`src/rtl/calclk_pkg.sv`:
```
package calclk_pkg;

    localparam int ADDR_W = 4;
    localparam int DATA_W = 16;

    localparam logic [ADDR_W-1:0] A_SEC  = 4'd0;
    localparam logic [ADDR_W-1:0] A_MIN  = 4'd1;
    localparam logic [ADDR_W-1:0] A_HOUR = 4'd2;
    localparam logic [ADDR_W-1:0] A_WDAY = 4'd3;
    localparam logic [ADDR_W-1:0] A_MDAY = 4'd4;
    localparam logic [ADDR_W-1:0] A_MON  = 4'd5;
    localparam logic [ADDR_W-1:0] A_YEAR = 4'd6;
    localparam logic [ADDR_W-1:0] A_TRIG = 4'd7;
    localparam logic [ADDR_W-1:0] A_CTRL = 4'd8;

    typedef struct packed {
        logic       leap;
        logic [7:0] year;
        logic [4:0] mon;
        logic [5:0] mday;
        logic [2:0] wday;
        logic [5:0] hour;
        logic [6:0] min;
        logic [6:0] sec;
    } cal_time_t;

    typedef enum logic {
        ST_RUN  = 1'b0,
        ST_LOAD = 1'b1
    } ld_state_t;

    localparam cal_time_t CAL_RESET = '{leap: 1'b0, year: 8'h00, mon: 5'h01,
                                        mday: 6'h01, wday: 3'd0, hour: 6'h00,
                                        min: 7'h00, sec: 7'h00};

    function automatic logic [7:0] bcd_inc8(input logic [7:0] v);
        return (v[3:0] == 4'd9) ? {v[7:4] + 4'd1, 4'd0} : {v[7:4], v[3:0] + 4'd1};
    endfunction

    function automatic logic [6:0] bcd_inc7(input logic [6:0] v);
        return (v[3:0] == 4'd9) ? {v[6:4] + 3'd1, 4'd0} : {v[6:4], v[3:0] + 4'd1};
    endfunction

    function automatic logic [5:0] bcd_inc6(input logic [5:0] v);
        return (v[3:0] == 4'd9) ? {v[5:4] + 2'd1, 4'd0} : {v[5:4], v[3:0] + 4'd1};
    endfunction

    function automatic logic [4:0] bcd_inc5(input logic [4:0] v);
        return (v[3:0] == 4'd9) ? {v[4] + 1'b1, 4'd0} : {v[4], v[3:0] + 4'd1};
    endfunction

    function automatic logic [5:0] month_end(input logic [4:0] mon, input logic leap);
        case (mon)
            5'h02:                      return leap ? 6'h29 : 6'h28;
            5'h04, 5'h06, 5'h09, 5'h11: return 6'h30;
            default:                    return 6'h31;
        endcase
    endfunction

endpackage

```
`src/rtl/calclk_prescaler.sv`:
```
module calclk_prescaler #(
    parameter int W = 15
) (
    input  logic clk,
    input  logic rst_n,
    input  logic clr,
    output logic tick
);
    localparam logic [W-1:0] ONE = 1;
    localparam logic [W-1:0] MAX = '1;

    logic [W-1:0] cnt_q;

    assign tick = (cnt_q == MAX);

    always_ff @(posedge clk or negedge rst_n) begin
        if (!rst_n)
            cnt_q <= '0;
        else if (clr)
            cnt_q <= '0;
        else
            cnt_q <= cnt_q + ONE;
    end


    tick_gap_chk: assert property (@(posedge clk) disable iff (!rst_n)
        tick |=> !tick);


    clr_quiet_chk: assert property (@(posedge clk) disable iff (!rst_n)
        clr |=> !tick);

endmodule

```
`src/rtl/calclk_advance.sv`:
```
module calclk_advance
    import calclk_pkg::*;
(
    input  cal_time_t cur,
    output cal_time_t nxt
);
    logic       sec_wrap, min_wrap, hour_wrap, day_wrap, mon_wrap;
    logic [5:0] last_day;

    always_comb begin
        sec_wrap  = (cur.sec  == 7'h59);
        min_wrap  = (cur.min  == 7'h59);
        hour_wrap = (cur.hour == 6'h23);
        last_day  = month_end(cur.mon, cur.leap);
        day_wrap  = (cur.mday == last_day);
        mon_wrap  = (cur.mon  == 5'h12);

        nxt     = cur;
        nxt.sec = sec_wrap ? 7'h00 : bcd_inc7(cur.sec);
        if (sec_wrap) begin
            nxt.min = min_wrap ? 7'h00 : bcd_inc7(cur.min);
            if (min_wrap) begin
                nxt.hour = hour_wrap ? 6'h00 : bcd_inc6(cur.hour);
                if (hour_wrap) begin
                    nxt.wday = (cur.wday == 3'd6) ? 3'd0 : cur.wday + 3'd1;
                    nxt.mday = day_wrap ? 6'h01 : bcd_inc6(cur.mday);
                    if (day_wrap) begin
                        nxt.mon = mon_wrap ? 5'h01 : bcd_inc5(cur.mon);
                        if (mon_wrap)
                            nxt.year = (cur.year == 8'h99) ? 8'h00 : bcd_inc8(cur.year);
                    end
                end
            end
        end
    end

endmodule

```
`src/rtl/calclk_bcd.sv`:
```
module calclk_bcd
    import calclk_pkg::*;
#(
    parameter int PRESCALE_W = 15
) (
    input  logic              clk,
    input  logic              rst_n,
    input  logic              wr_en,
    input  logic [ADDR_W-1:0] wr_addr,
    input  logic [DATA_W-1:0] wr_data,
    input  logic [ADDR_W-1:0] rd_addr,
    output logic [DATA_W-1:0] rd_data
);
    ld_state_t state_q, state_d;
    cal_time_t live_q, stage_q, next_time;
    logic      mode24_q;
    logic      tick, adv, trig_wr, loading;
    logic      unused_wr_bits;

    assign unused_wr_bits = ^wr_data[14:8];
    assign trig_wr        = wr_en && (wr_addr == A_TRIG) && wr_data[15];
    assign loading        = (state_q == ST_LOAD);
    assign adv            = (state_q == ST_RUN) && tick && mode24_q;

    calclk_prescaler #(.W(PRESCALE_W)) u_presc (
        .clk   (clk),
        .rst_n (rst_n),
        .clr   (loading),
        .tick  (tick)
    );

    calclk_advance u_adv (
        .cur (live_q),
        .nxt (next_time)
    );

    // state register
    always_ff @(posedge clk or negedge rst_n) begin
        if (!rst_n)
            state_q <= ST_RUN;
        else
            state_q <= state_d;
    end

    // next-state
    always_comb begin
        state_d = state_q;
        unique case (state_q)
            ST_RUN:  if (trig_wr) state_d = ST_LOAD;
            ST_LOAD: state_d = trig_wr ? ST_LOAD : ST_RUN;
        endcase
    end

    // live time: load from staging or advance
    always_ff @(posedge clk or negedge rst_n) begin
        if (!rst_n)
            live_q <= CAL_RESET;
        else if (loading)
            live_q <= stage_q;
        else if (adv)
            live_q <= next_time;
    end

    // staging copy and control bit
    always_ff @(posedge clk or negedge rst_n) begin
        if (!rst_n) begin
            stage_q  <= CAL_RESET;
            mode24_q <= 1'b0;
        end else if (wr_en) begin
            case (wr_addr)
                A_SEC:  stage_q.sec  <= wr_data[6:0];
                A_MIN:  stage_q.min  <= wr_data[6:0];
                A_HOUR: stage_q.hour <= wr_data[5:0];
                A_WDAY: stage_q.wday <= wr_data[2:0];
                A_MDAY: stage_q.mday <= wr_data[5:0];
                A_MON:  stage_q.mon  <= wr_data[4:0];
                A_YEAR: begin
                    stage_q.year <= wr_data[7:0];
                    stage_q.leap <= wr_data[15];
                end
                A_CTRL: mode24_q <= wr_data[0];
                default: ;
            endcase
        end
    end

    // read mux
    always_comb begin
        case (rd_addr)
            A_SEC:   rd_data = {9'd0, live_q.sec};
            A_MIN:   rd_data = {9'd0, live_q.min};
            A_HOUR:  rd_data = {10'd0, live_q.hour};
            A_WDAY:  rd_data = {13'd0, live_q.wday};
            A_MDAY:  rd_data = {10'd0, live_q.mday};
            A_MON:   rd_data = {11'd0, live_q.mon};
            A_YEAR:  rd_data = {live_q.leap, 7'd0, live_q.year};
            A_TRIG:  rd_data = {loading, 15'd0};
            A_CTRL:  rd_data = {15'd0, mode24_q};
            default: rd_data = '0;
        endcase
    end


    load_apply_chk: assert property (@(posedge clk) disable iff (!rst_n)
        loading |=> (live_q == $past(stage_q)));


    mode_hold_chk: assert property (@(posedge clk) disable iff (!rst_n)
        (state_q == ST_RUN && !mode24_q) |=> $stable(live_q));


    quiet_chk: assert property (@(posedge clk) disable iff (!rst_n)
        (state_q == ST_RUN && !tick) |=> $stable(live_q));


    sec_wrap_chk: assert property (@(posedge clk) disable iff (!rst_n)
        (adv && live_q.sec == 7'h59) |=> (live_q.sec == 7'h00));


    leap_keep_chk: assert property (@(posedge clk) disable iff (!rst_n)
        (state_q == ST_RUN) |=> $stable(live_q.leap));

endmodule

```
`config.mk`:
```
export PLATFORM = sky130hd
export DESIGN_NAME = calclk_bcd
export DESIGN_NICKNAME = d
export VERILOG_FILES = /design/src/rtl/calclk_pkg.sv /design/src/rtl/calclk_prescaler.sv /design/src/rtl/calclk_advance.sv /design/src/rtl/calclk_bcd.sv
export SDC_FILE = /design/constraint.sdc
export NUM_CORES = 1
export LEC_CHECK = 0
export BUFFER_PORTS_ARGS = -buffer_cell sky130_fd_sc_hd__clkbuf_2
export CORE_UTILIZATION = 35
export CTS_BUF_LIST = sky130_fd_sc_hd__clkbuf_8
export CTS_CLUSTER_SIZE = 24
export DETAILED_ROUTE_END_ITERATION = 16
export RECOVER_POWER = 25
export SLEW_MARGIN = 20
export SYNTH_ARGS = -nofsm -noshare
export SYNTH_HDL_FRONTEND = slang
export SYNTH_SLANG_ARGS = --single-unit
```
`constraint.sdc`:
```
create_clock -name clk -period 2.2 [get_ports clk]
set_input_delay 0.22 -clock clk [delete_from_list [all_inputs] [get_ports clk]]
set_output_delay 0.22 -clock clk [all_outputs]
set_load 0.005 [all_outputs]
```
==> impl_metrics.json, run 1 <==
{
  "synth_top_family_by_area": "simple AND/OR/NAND/NOR gates",
  "dieArea_sq_um": 17400,
  "synth-async-reset-ratio_pct": 100,
  "cpPeakStageDelay_ns": 0.59,
  "r2r_end": "live_q[36]",
  "status": "finished clean",
  "setup_viol": 0,
  "coreArea_sq_um": 16500,
  "hold_class": "in2reg",
  "p_comb_share_pct": 24.4,
  "place_ws_ns": -0.0642,
  "min_period_ns": 2.20,
  "cts_buffer_depth": 2,
  "arrival_ns": 2.52,
  "synthMuxAreaShare_pct": 12.4,
  "switchingPower_mw": 1.73,
  "peakVddDrop_mv": 0.346,
  "synthDistinctLibCells": 78,
  "cell_internal_pwr_mw": 3.43,
  "htreeDepth": 3,
  "overflow": 0,
  "grt_pass1_wl_mm": 25.4,
  "path_clk_slew_ns": 0.11,
  "wl_per_cell_um": 17.6,
  "ys.flop_type": "dfrtp_1",
  "p_sw_share_pct": 33.6,
  "cp.required_ns": 2.53,
  "crit_chain": "nor3b_4, nand2_2, a2111oi_4, buf_6, o2111ai_4, a2111o_1, a31oi_1",
  "reg2reg_from": "live_q[29]",
  "fillers": 1591,
  "wirelength_mm": 15.7,
  "syn_avg_cell_area_sq_um": 9.98,
  "fin_tns_setup_ns": 0,
  "ys_ff_latch": 103,
  "rows": 47,
  "final_util_pct": 41.9,
  "crit_path_max_fanout": 5,
  "fin_ws_ns": 0.00334,
  "holdPathStages": 2,
  "synth_area_leaders": "dfrtp_1 (42%), mux2_2 (9.9%), nand2_1 (3.7%), ha_1 (3.0%), o21ai_0 (2.9%)",
  "finalPower_mw": 5.16,
  "yosys_warnings": 0,
  "synth_compound_area_share_pct": 13.9,
  "final_area_sq_um": 6930,
  "vias": 4857,
  "hold_end": "stage_q[41]",
  "r2r_slack_ns": 0.003,
  "insertion_delay_ns": 0.40,
  "synthXorXnorAreaFrac_pct": 2.82,
  "p_clk_share_pct": 23.8,
  "postRouteAntennaNets": 0,
  "finalNetCount": 707,
  "place_inst": 865,
  "reg2regPathDepth": 7,
  "final_max_slew_viol_count": 0,
  "yosysTopAreaCell": "dfrtp_1",
  "gp_congestion": 0.860,
  "instances_no_fill": 891,
  "synth_edf_count": 0,
  "cts_tree": "yes",
  "p_leak_nw": 2.94,
  "drc": 0,
  "cts_buffers": 9,
  "critPathTopFamily": "compound AO/OA/AOI/OAI gates",
  "cp-end-kind": "register",
  "yosysMostFrequentCell": "dfrtp_1",
  "tightestPinTransition_ns": 0.924,
  "boundaryPins": 43,
  "portBuffers": 28,
  "synth_top_area_share_pct": 42.0,
  "start_util_pct": 35.7,
  "syn-instance-count": 591,
  "synthesis.area_sq_um": 5900,
  "die_height_um": 132,
  "fin_hold_ws_ns": 0.0565,
  "power_frac_seq_pct": 51.8,
  "grt_pass1_vias": 4623,
  "vias_per_cell": 5.45,
  "cts_sinks": 103,
  "crit_path_start_kind": "register",
  "rsz0062_at_grt": "yes",
  "power_per_cell_area_nw_per_um2": 745,
  "drtPass1Iterations": 5,
  "dpl_cell_area_sq_um": 6590,
  "cpMaxStageDelayCell": "dfstp_2",
  "clock-root-buffer": "clkbuf_8",
  "drive_above_1_share_pct": 28.6,
  "area_delta_synth_final_pct": 17.4,
  "grt_antenna_before_repair": 0,
  "yosysSeqAreaShare_pct": 43.8,
  "dp.final_hpwl_mm": 11.8,
  "final_hold_viol_count": 0,
  "period_share_pct": 99.8,
  "max-slew-margin-rel_pct": 38.4,
  "drtIter0Drc": 429,
  "synthAdderAreaFrac_pct": 2.97,
  "critical_path_buf_inv_count": 1,
  "fin_skew_ns": 0.0154,
  "grt_max_degree": 51,
  "min_from": "wr_data[7]",
  "fp.dieW_um": 132,
  "synthTopCellsByCount": "dfrtp_1 (99), nand2_1 (58), mux2_2 (52)",
  "max_cap_violations": 0,
  "diodes": 0,
  "worstSetupPathType": "reg2reg",
  "gr-usage-all-layers_pct": 18.9,
  "timing.fmax_ghz": 0.455,
  "synth-simple-area-share_pct": 19.8
}
worst max path at each step:
stage / startpoint / end / slack (ns) / cells after the start
finish: live_q[29] / live_q[36] / 0.003 / 7
CTS: live_q[29] / live_q[36] / -0.005 / 7
detailed placement: live_q[29] / live_q[36] / -0.06 / 7
floorplan: live_q[29] / live_q[40] / 0.01 / 7
global route: live_q[29] / live_q[36] / -0.09 / 7
global placement: live_q[29] / live_q[36] / 0.02 / 7
cell families (layout without fill, tap and decap cells):
logic type | Yosys count | after routing
other | 1 | 7
XOR/XNOR | 19 | 19
AO/OA/AOI/OAI | 118 | 118
flip-flops | 103 | 103
buffers and inverters | 56 | 130
multiplexers | 64 | 64
AND/OR/NAND/NOR | 216 | 216
adder cells (fa/ha/maj) | 14 | 14
sequential cells by signal, summed over array words and instances (netlist names):
name and flops:
u_presc.cnt_q 15, loading 1, stage_q 43, mode24_q 1, live_q 43
layer usage:
layer	up-vias	global-route usage, %	wire [um]	part of all wire, %
met5	-	0	0	0
met4	0	6.14	254	1.6
met2	139	27.7	6980	44
met3	19	4.08	784	5.0
li1	2292	-	-	-
met1	2407	27.6	7700	49
cell type report:
cell class	instances	area (sq um)	area share (%)
inverter	23	86.3	1.25
sequential	103	2590	37.3
timing repair buffer	91	614	8.87
multi-input combinational	438	3170	45.7
clock buffer	11	151	2.19
clock inverter	5	46.3	0.668
tap	220	275	3.97
cell usage in the layout, fill, tap and decap left out, types with 5 or more instances in the layout:
master / netlist / final
a211oi_1: 6 / 5
a21oi_1: 25 / 25
a31oi_1: 5 / 5
and3_1: 6 / 6
buf_4: 9 / 57
clkbuf_2: 0 / 27
clkbuf_8: 0 / 11
conb_1: 1 / 7
dfrtp_1: 99 / 95
ha_1: 14 / 14
inv_1: 23 / 23
mux2_2: 52 / 52
mux2i_1: 10 / 10
nand2_1: 58 / 58
nand3_1: 22 / 21
nand3b_1: 5 / 5
nand4_1: 9 / 9
nor2_1: 43 / 43
nor2b_1: 6 / 6
nor3_1: 17 / 15
nor3b_1: 8 / 8
o211ai_1: 7 / 7
o21ai_0: 34 / 32
or3_1: 5 / 5
xnor2_1: 12 / 12
xor2_1: 7 / 7
repair_timing:
action / 4_1_cts / 5_1_grt
setup endpoints to repair: 7 / 24
hold endpoints to repair: 33 / 0
gates resized for setup: 3 / 18
hold buffers: 1 / 0
pin swaps: 2 / 8
buffers inserted: 2 / 7
power by group through the flow:
| stage | Clock, mW | Combinational, mW | Sequential, mW |
|---|---|---|---|
| finish | 1.23 | 1.26 | 2.67 |
| global route | 1.34 | 1.41 | 2.72 |
| CTS | 1.26 | 1.23 | 2.66 |
| detailed placement | 0 | 1.20 | 2.70 |
| global placement | 0 | 1.15 | 2.67 |
| floorplan | 0 | 0.782 | 2.57 |
(Power assumes the default switching activity.)
==> inputs of run 2 (changes only) <==
CORE_UTILIZATION = 40   (was 35)
SLEW_MARGIN = default   (was 20)
SYNTH_HIERARCHICAL = 1   (was default)
==> run 2 against run 1 <==
Effect of this change: the flow now finishes with violations (negative setup slack); global-route usage rose by 1.6 points; flip-flop and latch count did not move; first-iteration DRC count fell by 9.1%; critical path depth rose by 3; clock skew rose by 0.0099 ns; final area rose by 8.9%; register-to-register slack got worse by 0.08 ns; hold slack improved by 0.012 ns; critical endpoint is now live_q[39]; largest power group unchanged.
==> impl_metrics.json, run 2 <==
{
  "status": "finished, violations left",
  "violations": "negative setup slack",
  "boundaryPins": 43,
  "dp.final_hpwl_mm": 11.7,
  "power_per_cell_area_nw_per_um2": 709,
  "rows": 46,
  "reg2regPathDepth": 10,
  "drtIter0Drc": 390,
  "synthDistinctLibCells": 65,
  "holdPathStages": 2,
  "grt_pass1_wl_mm": 26.2,
  "ys.flop_type": "dfrtp_1",
  "min_period_ns": 2.28,
  "max_cap_violations": 0,
  "fin_ws_ns": -0.0811,
  "grt_max_degree": 54,
  "rsz0062_at_grt": "yes",
  "drtPass1Iterations": 4,
  "gp_congestion": 0.831,
  "fin_hold_ws_ns": 0.0687,
  "final_hold_viol_count": 0,
  "grt_antenna_before_repair": 0,
  "htreeDepth": 3,
  "synth-async-reset-ratio_pct": 100,
  "crit_path_max_fanout": 4,
  "dieArea_sq_um": 16600,
  "synth_area_leaders": "dfrtp_1 (38%), mux2_2 (9.3%), mux2i_1 (8.1%), o21ai_0 (5.2%), nand2_1 (4.4%)",
  "cp-end-kind": "register",
  "postRouteAntennaNets": 0,
  "instances_no_fill": 954,
  "synth_edf_count": 0,
  "cts_buffer_depth": 2,
  "fin_skew_ns": 0.0252,
  "vias": 5109,
  "worstSetupPathType": "reg2reg",
  "gr-usage-all-layers_pct": 20.5,
  "top_regs": "live_q x43, stage_q x43, u_presc/cnt_q x15",
  "final_max_slew_viol_count": 0,
  "clock-root-buffer": "clkbuf_8",
  "cts_buffers": 9,
  "wl_per_cell_um": 16.8,
  "finalPower_mw": 5.35,
  "finalNetCount": 778,
  "fin_tns_setup_ns": -0.352,
  "diodes": 0,
  "wirelength_mm": 16.1,
  "drc": 0,
  "cp.required_ns": 2.49,
  "setup_viol": 10,
  "tightestPinTransition_ns": 1.28,
  "arrival_ns": 2.57,
  "final_util_pct": 47.7,
  "vias_per_cell": 5.36,
  "cts_tree": "yes",
  "yosys_warnings": 6,
  "synthesis.area_sq_um": 6440,
  "cts_sinks": 103,
  "hold_class": "in2reg",
  "timing.fmax_ghz": 0.438,
  "syn_avg_cell_area_sq_um": 9.90,
  "path_clk_slew_ns": 0.12,
  "insertion_delay_ns": 0.39,
  "portBuffers": 28,
  "yosysSeqAreaShare_pct": 40.1,
  "start_util_pct": 40.7,
  "max-slew-margin-rel_pct": 14.4,
  "final_cell_mix": "dfrtp_1 (96), nand2_1 (75), buf_4 (64)",
  "final_common_cell": "dfrtp_1",
  "area_delta_synth_final_pct": 17.1,
  "crit_path_start_kind": "register",
  "period_share_pct": 104,
  "place_inst": 925,
  "die_height_um": 129,
  "grt_pass1_vias": 5097,
  "p_leak_nw": 3.57,
  "synth_top_area_share_pct": 38.5,
  "overflow": 0,
  "peakVddDrop_mv": 0.409,
  "yosysMostFrequentCell": "dfrtp_1",
  "syn-instance-count": 651,
  "synthTopCellsByCount": "dfrtp_1 (99), nand2_1 (76), o21ai_0 (67)",
  "coreArea_sq_um": 15800,
  "fillers": 1505,
  "fp.dieW_um": 129,
  "drive_above_1_share_pct": 29.3,
  "yosysTopAreaCell": "dfrtp_1",
  "ys_ff_latch": 103
}
-- run 2: final timing paths --
| kind | startpoint | slack, ns | end |
|---|---|---|---|
| setup / recovery | live_q[8] | -0.08 | live_q[39] |
| hold / removal | wr_data[7] | 0.07 | stage_q[41] |
| setup reg to reg | live_q[8] | -0.08 | live_q[39] |
| hold reg to reg | stage_q[4] | 0.47 | live_q[4] |
| max in group asynchronous | rst_n | 0.42 | stage_q[8] |
| min in group asynchronous | rst_n | 0.62 | live_q[37] |
-- run 2: worst max-delay path, cell delays in order (launching register included) --
cell and delay, ns:
dfrtp_1 0.40, inv_2 0.07, ha_4 0.14, nand3b_4 0.10, nor3_4 0.25, nand2b_4 0.10
a2111oi_4 0.41, nand2_1 0.16, mux2_4 0.32, mux2i_1 0.15, o21ai_1 0.07
-- run 2: routing by layer --
layer / track usage [%] / share of wire [%] / vias up
met5: 0 / 0 / -
met2: 33.2 / 47 / 101
met1: 28.0 / 48 / 2499
met3: 3.24 / 3.6 / 17
met4: 6.71 / 1.3 / 0
li1: - / - / 2492
-- run 2: where the power goes --
| group | total [mW] | switching (mW) | internal (mW) |
|---|---|---|---|
| clock | 1.21 | 0.682 | 0.523 |
| sequential | 2.65 | 0.363 | 2.29 |
| combinational | 1.49 | 0.736 | 0.753 |
-- run 2: area by class of cell --
cell class / instances / area, sq um / area share [%]
clock buffer: 9 / 124 / 1.64
sequential: 103 / 2590 / 34.3
tap: 216 / 270 / 3.58
timing repair buffer: 102 / 741 / 9.82
clock inverter: 7 / 67.6 / 0.895
inverter: 22 / 82.6 / 1.09
multi-input combinational: 495 / 3670 / 48.7
-- run 2: timing repair --
action | in CTS | in global routing
cloned | 1 | 0
hold buffers | 1 | 0
setup endpoints to repair | 11 | 27
gates resized for setup | 20 | 30
setup buffers | 8 | 5
endpoints found under the hold margin | 21 | 0
pin swaps | 9 | 17
-- run 2: kinds of logic (layout without fill, tap and decap cells) --
logic type | count (synthesis) | count (layout) | synth area share, %
compound gates | 124 | 124 | 11.5
fa+ha+maj | 18 | 18 | 3.50
buf+inv | 59 | 140 | 4.86
other cells | 1 | 7 | 0.0582
simple gates | 224 | 224 | 19.7
mux | 113 | 113 | 19.1
flops | 103 | 103 | 40.1
xor+xnor | 9 | 9 | 1.22
-- run 2: through the flow --
stage / setup slack [ns] / cell area, sq um
2_1_floorplan: -0.0499 / 6480
3_3_place_gp: -0.141 / 7160
3_5_place_dp: -0.298 / 7160
4_1_cts: -0.0710 / 7490
5_1_grt: -0.202 / 7550
6_report: -0.0811 / 7550
==> inputs of run 3 (changes only) <==
BUFFER_PORTS_ARGS = -buffer_cell sky130_fd_sc_hd__buf_2   (was -buffer_cell sky130_fd_sc_hd__clkbuf_2)
CORE_ASPECT_RATIO = 0.8   (was default)
==> run 3 against run 2 <==
Effect of this change: the flow still finishes with violations (negative setup slack); sequential power barely moved; hold slack worse by 0.014 ns; wire length grew 4.2%; combinational power up 3%; clock power increased by 8%; die area hardly changed; core utilization increased by 0.87 points; clock skew shrank 0.014 ns; total power grew 2.8%; non-clock buffer count increased by 5; first-iteration DRC count up 18%; maximum frequency shrank 2.3%; highest routed layer unchanged.
==> impl_metrics.json, run 3 (same netlist as run 2, synthesis figures left out) <==
{
  "finalPower_mw": 5.50,
  "grt_pass1_vias": 4939,
  "place_inst": 931,
  "final_common_cell": "dfrtp_1",
  "grt_max_degree": 69,
  "r2r_end": "live_q[39]",
  "final_cell_mix": "dfrtp_1 (96), nand2_1 (76), buf_4 (72)",
  "gp_congestion": 0.873,
  "insertion_delay_ns": 0.40,
  "fillers": 1451,
  "die_height_um": 116,
  "fin_ws_ns": -0.135,
  "dieArea_sq_um": 16600,
  "gr-usage-all-layers_pct": 21.3,
  "coreArea_sq_um": 15700,
  "reg2regPathDepth": 8,
  "critPathTopFamily": "compound AO/OA/AOI/OAI gates",
  "crit_chain": "nor3b_4, a211o_1, a21o_1, a2111oi_4, nand2_1, mux2_4, mux2i_1, o21ai_1",
  "postRouteAntennaNets": 0,
  "hold_class": "in2reg",
  "crit_end": "live_q[39]",
  "clock-root-buffer": "clkbuf_8",
  "crit_start": "live_q[30]",
  "fin_hold_ws_ns": 0.0545,
  "final_area_sq_um": 7650,
  "diodes": 0,
  "arrival_ns": 2.62,
  "reg2reg_from": "live_q[30]",
  "final_hold_viol_count": 0,
  "rows": 41,
  "cts_buffer_depth": 2,
  "final_util_pct": 48.6,
  "crit_path_max_fanout": 4,
  "vias_per_cell": 5.43,
  "cp.required_ns": 2.48,
  "area_delta_synth_final_pct": 18.7,
  "htreeDepth": 3,
  "violations": "negative setup slack",
  "wl_per_cell_um": 17.5,
  "cts_tree": "yes",
  "drtPass1Iterations": 5,
  "cp.depth": 8,
  "r2r_slack_ns": -0.14,
  "tightestPinTransition_ns": 1.01,
  "place_ws_ns": -0.235,
  "grt_antenna_before_repair": 0,
  "setup_viol": 11,
  "instances_no_fill": 958,
  "crit_path_start_kind": "register",
  "wirelength_mm": 16.7,
  "start_util_pct": 40.9,
  "cts_sinks": 103,
  "finalNetCount": 783,
  "power_per_cell_area_nw_per_um2": 719,
  "top_regs": "live_q x43, stage_q x43, u_presc/cnt_q x15",
  "p_leak_nw": 3.65,
  "cts_buffers": 9,
  "period_share_pct": 106,
  "overflow": 0,
  "critical_path_buf_inv_count": 0,
  "drive_above_1_share_pct": 30.0,
  "grt_pass1_wl_mm": 26.7,
  "drc": 0,
  "dp.final_hpwl_mm": 12.4,
  "fin_skew_ns": 0.0110,
  "timing.fmax_ghz": 0.428,
  "peakVddDrop_mv": 0.417,
  "status": "finished, violations left",
  "vias": 5200,
  "max_cap_violations": 0,
  "worstSetupPathType": "reg2reg",
  "cpPeakStageDelay_ns": 0.43,
  "min_period_ns": 2.34,
  "portBuffers": 28,
  "path_clk_slew_ns": 0.11,
  "seq_area_sq_um": 2590,
  "cpMaxStageDelayCell": "dfrtp_1",
  "fp.dieW_um": 144,
  "dpl_cell_area_sq_um": 7210,
  "rsz0062_at_grt": "yes",
  "fin_tns_setup_ns": -0.672,
  "drtIter0Drc": 459,
  "final_max_slew_viol_count": 0,
  "cp-end-kind": "register",
  "max-slew-margin-rel_pct": 32.6,
  "boundaryPins": 43,
  "multi_input_area_sq_um": 3720
}
-- run 3: how the worst min path moves through the flow --
| stage | from | endpoint | slack, ns | cells after the start |
|---|---|---|---|---|
| final | wr_data[7] | stage_q[41] | 0.05 | 2 |
| after global routing | wr_data[7] | stage_q[41] | 0.03 | 2 |
| after CTS | wr_data[7] | stage_q[41] | 0.03 | 2 |
| after detailed placement | rst_n | live_q[14] | 0.24 | 1 |
| after global placement | rst_n | live_q[15] | 0.23 | 1 |
| after floorplan | rst_n | live_q[0] | -0.08 | 0 |
-- run 3: routing by layer --
metal / global-route usage [%] / vias up / part of all wire (%)
li1: - / 2497 / -
met1: 32.2 / 2577 / 51
met2: 31.1 / 117 / 43
met3: 4.05 / 9 / 5.0
met4: 5.53 / 0 / 0.94
met5: 0 / - / 0
-- run 3: final cells by class --
class	count	area share [%]
Timing Repair Buffer	107	10.2
Inverter	22	1.08
Clock inverter	7	1.11
Clock buffer	9	1.62
Sequential cell	103	33.8
Tap cell	215	3.52
Multi-Input combinational cell	495	48.6
-- run 3: repair_timing --
item	4_1_cts	5_1_grt
hold buffers	1	0
hold endpoints to repair	32	0
setup buffers	6	4
resized for setup	22	32
pin swaps	10	8
setup endpoints to repair	13	32
gates cloned	0	0
-- run 3: power by group --
| part | internal (mW) | switching, mW |
|---|---|---|
| combinational | 0.789 | 0.754 |
| sequential | 2.29 | 0.359 |
| clock | 0.555 | 0.751 |
